[src/rtl/nand_strobe_pkg.sv]
package nand_strobe_pkg;
  localparam int CW = 8;
  localparam int WORD_W = 4 * CW;

  typedef enum logic [3:0] {
    ST_IDLE, ST_WLOW, ST_WHIGH, ST_WEXT,
    ST_RRDY, ST_RLOW, ST_RHOLD, ST_REXT, ST_DONE
  } phase_e;

  typedef struct packed {
    logic [CW-1:0] rdy;
    logic [CW-1:0] wext;
    logic [CW-1:0] wlow;
    logic [CW-1:0] whigh;
    logic [CW-1:0] acc;
    logic [CW-1:0] hold;
    logic [CW-1:0] rpulse;
    logic [CW-1:0] rext;
  } phase_cnts_t;
endpackage

[src/rtl/nand_tim_decode.sv]
module nand_tim_decode
  import nand_strobe_pkg::*;
(
  input  logic [WORD_W-1:0] tim_wr,
  input  logic [WORD_W-1:0] tim_rd,
  output phase_cnts_t       cnts
);
  function automatic logic [CW-1:0] at_least_one(input logic [CW-1:0] v);
    return (v == '0) ? CW'(1) : v;
  endfunction

  logic [CW-1:0] wc_raw, wh_raw;

  always_comb begin
    wc_raw      = tim_wr[2*CW-1:CW];
    wh_raw      = tim_wr[CW-1:0];
    cnts.rdy    = at_least_one(tim_wr[4*CW-1:3*CW]);
    cnts.wext   = at_least_one(tim_wr[3*CW-1:2*CW]);
    cnts.whigh  = at_least_one(wh_raw);
    cnts.wlow   = (wc_raw > wh_raw) ? (wc_raw - wh_raw) : CW'(1);
    cnts.acc    = at_least_one(tim_rd[4*CW-1:3*CW]);
    cnts.hold   = at_least_one(tim_rd[3*CW-1:2*CW]);
    cnts.rpulse = at_least_one(tim_rd[2*CW-1:CW]);
    cnts.rext   = at_least_one(tim_rd[CW-1:0]);
  end
endmodule

[src/rtl/nand_phase_cnt.sv]
module nand_phase_cnt #(
  parameter int W = 8
) (
  input  logic         clk,
  input  logic         rst_n,
  input  logic         load,
  input  logic [W-1:0] load_val,
  output logic         zero
);
  logic [W-1:0] cnt_q, cnt_d;
  logic         cnt_en;

  always_comb begin
    cnt_en = load || (cnt_q != '0);
    cnt_d  = load ? load_val : (cnt_q - W'(1));
  end

  always_ff @(posedge clk or negedge rst_n) begin
    if (!rst_n)      cnt_q <= '0;
    else if (cnt_en) cnt_q <= cnt_d;
  end

  assign zero = (cnt_q == '0);


  no_underflow_chk: assert property (@(posedge clk) disable iff (!rst_n)
    (zero && !load) |=> zero);
endmodule

[src/rtl/nand_strobe_fsm.sv]
module nand_strobe_fsm
  import nand_strobe_pkg::*;
(
  input  logic          clk,
  input  logic          rst_n,
  input  logic          cmd_valid,
  input  logic          cmd_is_read,
  input  phase_cnts_t   cnts,
  input  logic          ph_zero,
  input  logic          acc_zero,
  output phase_e        st_q,
  output logic          accept,
  output logic          ph_load,
  output logic [CW-1:0] ph_val,
  output logic          acc_load,
  output logic [CW-1:0] acc_val,
  output logic          capture,
  output logic          done,
  output logic          busy
);
  phase_e st_d;
  logic   acc_pend_q, acc_pend_d;
  logic   in_read_tail;

  always_comb begin
    in_read_tail = (st_q == ST_RLOW) || (st_q == ST_RHOLD) || (st_q == ST_REXT);
    capture      = acc_pend_q && acc_zero && in_read_tail;
    accept       = (st_q == ST_IDLE) && cmd_valid;
    st_d         = st_q;
    unique case (st_q)
      ST_IDLE:  if (cmd_valid) st_d = cmd_is_read ? ST_RRDY : ST_WLOW;
      ST_WLOW:  if (ph_zero) st_d = ST_WHIGH;
      ST_WHIGH: if (ph_zero) st_d = ST_WEXT;
      ST_WEXT:  if (ph_zero) st_d = ST_DONE;
      ST_RRDY:  if (ph_zero) st_d = ST_RLOW;
      ST_RLOW:  if (ph_zero) st_d = ST_RHOLD;
      ST_RHOLD: if (ph_zero) st_d = ST_REXT;
      ST_REXT:  if (ph_zero && (!acc_pend_q || capture)) st_d = ST_DONE;
      ST_DONE:  st_d = ST_IDLE;
      default:  st_d = ST_IDLE;
    endcase

    ph_load = (st_d != st_q);
    unique case (st_d)
      ST_WLOW:  ph_val = cnts.wlow - CW'(1);
      ST_WHIGH: ph_val = cnts.whigh - CW'(1);
      ST_WEXT:  ph_val = cnts.wext - CW'(1);
      ST_RRDY:  ph_val = cnts.rdy - CW'(1);
      ST_RLOW:  ph_val = cnts.rpulse - CW'(1);
      ST_RHOLD: ph_val = cnts.hold - CW'(1);
      ST_REXT:  ph_val = cnts.rext - CW'(1);
      default:  ph_val = '0;
    endcase

    acc_load   = (st_d == ST_RLOW) && (st_q != ST_RLOW);
    acc_val    = cnts.acc - CW'(1);
    acc_pend_d = acc_load ? 1'b1 : (capture ? 1'b0 : acc_pend_q);
  end

  always_ff @(posedge clk or negedge rst_n) begin
    if (!rst_n) begin
      st_q       <= ST_IDLE;
      acc_pend_q <= 1'b0;
    end else begin
      st_q       <= st_d;
      acc_pend_q <= acc_pend_d;
    end
  end

  assign done = (st_q == ST_DONE);
  assign busy = (st_q != ST_IDLE);


  done_pulse_chk: assert property (@(posedge clk) disable iff (!rst_n)
    done |=> !done && !busy);

  busy_hold_chk: assert property (@(posedge clk) disable iff (!rst_n)
    (busy && !done) |=> busy);

  capture_once_chk: assert property (@(posedge clk) disable iff (!rst_n)
    capture |=> !acc_pend_q);

  no_done_pending_chk: assert property (@(posedge clk) disable iff (!rst_n)
    done |-> !acc_pend_q);
endmodule

[src/rtl/nand_strobe_gen.sv]
module nand_strobe_gen
  import nand_strobe_pkg::*;
(
  input  logic        clk,
  input  logic        rst_n,
  input  logic [31:0] tim_wr,
  input  logic [31:0] tim_rd,
  input  logic        cmd_valid,
  input  logic        cmd_is_read,
  input  logic [7:0]  wr_data,
  input  logic [7:0]  dq_in,
  input  logic        rb_n,
  output logic        we_n,
  output logic        re_n,
  output logic [7:0]  dq_out,
  output logic        dq_oe,
  output logic [7:0]  rd_data,
  output logic        done,
  output logic        busy,
  output logic        ready
);
  phase_cnts_t   cnts;
  phase_e        st;
  logic          accept, ph_load, acc_load, capture, ph_zero, acc_zero;
  logic [CW-1:0] ph_val, acc_val;
  logic [CW-1:0] wr_q, rd_q;
  logic          rdy_q;

  nand_tim_decode u_dec (.tim_wr(tim_wr), .tim_rd(tim_rd), .cnts(cnts));

  nand_phase_cnt #(.W(CW)) u_ph_cnt (
    .clk(clk), .rst_n(rst_n), .load(ph_load), .load_val(ph_val), .zero(ph_zero));

  nand_phase_cnt #(.W(CW)) u_acc_cnt (
    .clk(clk), .rst_n(rst_n), .load(acc_load), .load_val(acc_val), .zero(acc_zero));

  nand_strobe_fsm u_fsm (
    .clk(clk), .rst_n(rst_n), .cmd_valid(cmd_valid), .cmd_is_read(cmd_is_read),
    .cnts(cnts), .ph_zero(ph_zero), .acc_zero(acc_zero), .st_q(st),
    .accept(accept), .ph_load(ph_load), .ph_val(ph_val), .acc_load(acc_load),
    .acc_val(acc_val), .capture(capture), .done(done), .busy(busy));

  always_ff @(posedge clk or negedge rst_n) begin
    if (!rst_n) begin
      wr_q  <= '0;
      rd_q  <= '0;
      rdy_q <= 1'b0;
    end else begin
      if (accept)  wr_q <= wr_data;
      if (capture) rd_q <= dq_in;
      rdy_q <= rb_n;
    end
  end

  assign we_n    = (st != ST_WLOW);
  assign re_n    = (st != ST_RLOW);
  assign dq_oe   = (st == ST_WLOW) || (st == ST_WHIGH);
  assign dq_out  = wr_q;
  assign rd_data = rd_q;
  assign ready   = rdy_q;


  strobe_excl_chk: assert property (@(posedge clk) disable iff (!rst_n)
    !(!we_n && !re_n));

  oe_data_chk: assert property (@(posedge clk) disable iff (!rst_n)
    (dq_oe && $past(dq_oe)) |-> $stable(dq_out));

  oe_no_read_chk: assert property (@(posedge clk) disable iff (!rst_n)
    dq_oe |-> re_n);
endmodule

[config.mk]
export PLATFORM = sky130hd
export DESIGN_NAME = nand_strobe_gen
export DESIGN_NICKNAME = d
export VERILOG_FILES = /design/src/rtl/nand_strobe_pkg.sv /design/src/rtl/nand_tim_decode.sv /design/src/rtl/nand_phase_cnt.sv /design/src/rtl/nand_strobe_fsm.sv /design/src/rtl/nand_strobe_gen.sv
export SDC_FILE = /design/constraint.sdc
export NUM_CORES = 1
export LEC_CHECK = 0
export BUFFER_PORTS_ARGS = -buffer_cell sky130_fd_sc_hd__buf_2
export CAP_MARGIN = 20
export CORE_MARGIN = 5
export CORE_UTILIZATION = 30
export CTS_CLUSTER_DIAMETER = 50
export DETAILED_ROUTE_END_ITERATION = 10
export HOLD_SLACK_MARGIN = 0.03
export PLACE_DENSITY = 0.51
export SYNTH_ARGS = -nofsm -noshare
export SYNTH_HDL_FRONTEND = slang
export SYNTH_SLANG_ARGS = --single-unit
[constraint.sdc]
create_clock -name clk -period 3.3 [get_ports clk]
set_input_delay 0.165 -clock clk [delete_from_list [all_inputs] [get_ports clk]]
set_output_delay 0.165 -clock clk [all_outputs]
set_load 0.01 [all_outputs]
==> reports/results.md <==
- completed — status
- 2 — Max Root-Sink Buffers
- in2reg — worst min-delay path category
- 6 — largest fanout on the critical path
- 2.14 nW — leakage
- 38 — num rows
- 0.429 — proportion of layout cells with a drive suffix above 1
- u_ph_cnt.cnt_q[2] — CP Launch Point
- dfrtp_1 — dominant cell by count in the synthesized netlist
- 9120 um — detailed placer's ending HPWL
- 0.303 — Initial Utilization
- 3,504 — Via Count
- 0 — Synthesis Warnings
- 4290 um2 — cell area reported after detailed placement
- 622 — final net count
- 4580 um2 — final instance area
- 8.86 um2 — per-instance average area after synthesis
- 0.293 — sequential share of the synthesized area
- 106 — count of input and output buffers
- 16.5 um — Wirelength per Cell
- 11,000 um — final routed wirelength across all metal layers
- 2 — H-tree levels
- 0.29 ns — clock latency on the worst-skew pair
- dfrtp_1 29%, mux2_2 5.9%, ha_1 4.2%, mux2i_1 3.4%, xnor2_1 3.2% — largest cells by area after synthesis
- built — clock tree from TritonCTS
- 3.39 ns — CP arrival
- 0 — # DRC
- 40.8% — area delta synth->final
- -0.00592 ns — worst setup slack before clock tree synthesis
- 5.27 — Vias/cell
- 3250 um2 — post-synthesis instance area
- 0.0685 ns — minimum setup slack in the final design
- 0.165 — Tot GR Track Use
- 13,000 um2 — total die area
- dfrtp_1 — library cell occupying the most area in the post-synthesis netlist
- u_ph_cnt.cnt_q[2] — source of the worst register-to-register timing path
- 107 — num ports
- 17,600 um — first-pass GRT wire length
- 38 — # clock sinks
- 0 — number of antenna violations at the first check in global routing
- 0 — Congestion Overflow GR
- no — unrepaired setup endpoints after global routing
- register — kind of capture point of the worst setup path
- dfrtp_1 — main flop type after synthesis
- 0 — final number of hold-violating endpoints
- 5 — TritonCTS Buffers
- 1.00 — Post-synth ARST share
- 38 x dfrtp_1, 26 x nor2_1, 22 x nand2_1 — Post-synth top cells
- 0.930 — final weighted congestion in routability-driven placement
- 0.07 ns — Worst-path clk slew
- 114 um — die width
- 371 uV — worst IR drop on VDD
- 0.293 — top cell type's share of synthesized area
- 0.107 ns — final worst hold slack
- 3.23 ns — Min Clock Period, post-route
- 5 — router iterations before antenna repair
- 38 — flops & latches, synth
- 114 um — y dimension of the die
- 0 — total inserted antenna cells
- 0 — Maximum Capacitance Violations
- register — startpoint kind of the worst setup timing path
- 2 — Hold Path Stages
- 367 — Gate Count Post-Synth
- 0.979 — ratio of final minimum period to clock period
- 138 — initial drt markers
- 0 — number of endpoints failing setup at the final stage
- 0 — Detail Route Antenna Nets
- 68 — number of distinct library cells after synthesis
- 0.866 ns — slew of the pin with the lowest slew margin
- 0 ns — total negative slack for setup checks
- 309 MHz — max frequency
- 0 — count of flip-flops with a built-in enable after synthesis
- 39 — pin count of the biggest net entering global routing
- 464 — Post-Synthesis Net Count
- 0.0137 ns — clk_skew
- 11 — FF-to-FF path depth
- 588 nW/um2 — areal power density over the cells
- 0.423 — Slew headroom
- 0 — number of pins with negative max-slew slack in the final report
- clkbuf_8 — clock root buffer master
- wr_data[2] — hold path startpoint
- 3,586 — via count of the first global-routing pass
- 10,700 um2 — Core Region
- 3.45 ns — required time at the worst-slack endpoint
- 0.00269 W — overall power
- reg2reg — worst setup path class
-- repair_timing --
| action | 4_1_cts | 5_1_grt |
|---|---|---|
| gates resized for setup | 4 | 19 |
| pin swaps | 1 | 11 |
| setup buffers | 1 | 5 |
| hold buffers | 2 | 0 |
| endpoints found under the setup margin | 3 | 8 |
| hold endpoints to repair | 21 | 0 |
-- registers in the layout (all words and copies together) (netlist names) --
name              cells
u_fsm.acc_pend_q      1
u_acc_cnt.cnt_q       8
dq_out                8
u_fsm.st_q            4
rd_data               8
ready                 1
u_ph_cnt.cnt_q        8
-- metal layers --
metal | track usage | vias up | wire [um]
met5 | 0 | - | 0
met3 | 0.0148 | 22 | 501
met2 | 0.294 | 107 | 5340
met1 | 0.209 | 1658 | 4860
li1 | - | 1717 | -
met4 | 0.0578 | 0 | 287
-- worst max-delay path: stages (launching register included) --
cell and delay (ns):
dfrtp_1 0.38, or4_4 0.58, buf_6 0.15, o21a_1 0.19, o211a_4 0.26, buf_4 0.16, a222oi_1 0.36, or3b_4 0.48
nor3_4 0.23, buf_4 0.14, xnor2_1 0.10, o21ai_1 0.07
-- layout by cell type (no fill, tap or decap), types with 6 or more instances in the layout --
cell / synthesis / layout
a21oi_1: 14 / 14
buf_2: 2 / 106
buf_4: 0 / 54
clkbuf_8: 0 / 6
dfrtp_1: 38 / 38
ha_1: 11 / 10
inv_1: 21 / 20
mux2_2: 17 / 17
mux2i_1: 11 / 10
nand2_1: 22 / 22
nand2b_1: 6 / 6
nand3_1: 7 / 7
nor2_1: 26 / 26
nor3_1: 10 / 9
nor4_1: 9 / 9
o211ai_1: 7 / 7
o21ai_0: 20 / 19
or3_1: 7 / 7
xnor2_1: 12 / 11
xor2_1: 6 / 6
-- power by group --
group / switching [W] / leakage, nW / internal (W) / total [W]
registers: 0.000113 / 0.462 / 0.000654 / 0.000767
clock network: 0.000157 / 0.0573 / 0.000242 / 0.000398
logic: 0.000764 / 1.62 / 0.000761 / 0.00153
-- layout make-up --
| type | instances | area [um2] |
|---|---|---|
| clock inverters | 1 | 30.0 |
| well taps | 140 | 175 |
| repair buffers | 163 | 967 |
| clock buffers | 6 | 82.6 |
| fillers | 1116 | 6170 |
| multi-input cells | 296 | 2290 |
| inverters | 21 | 78.8 |
| flip-flops and latches | 38 | 951 |
-- per-stage QoR --
step	utilization	cells
global placement	0.399	650
global route	0.426	665
CTS	0.414	660
floorplan	-	367
finish	0.426	665
detailed placement	0.399	650
-- path summary, 6_finish.rpt --
| path | to | slack [ns] |
|---|---|---|
| max in group asynchronous | rd_data[6] | 2.22 |
| max reg2reg | u_ph_cnt.cnt_q[4] | 0.07 |
| min | dq_out[2] | 0.11 |
| min in group asynchronous | u_acc_cnt.cnt_q[7] | 0.52 |
| min reg2reg | rd_data[5] | 0.50 |
| max | u_ph_cnt.cnt_q[4] | 0.07 |
-- logic make-up (layout without fill, tap and decap cells) --
family          Yosys count  count (layout)  share of synthesized area
flops                    38              38                      0.293
compound gates          100             100                      0.222
simple gates            137             137                      0.253
xor+xnor                 18              18                     0.0485
mux                      29              29                     0.0962
fa+ha+maj                12              12                     0.0485
buf+inv                  33             191                     0.0389
Power figures use the tool's default switching activity.
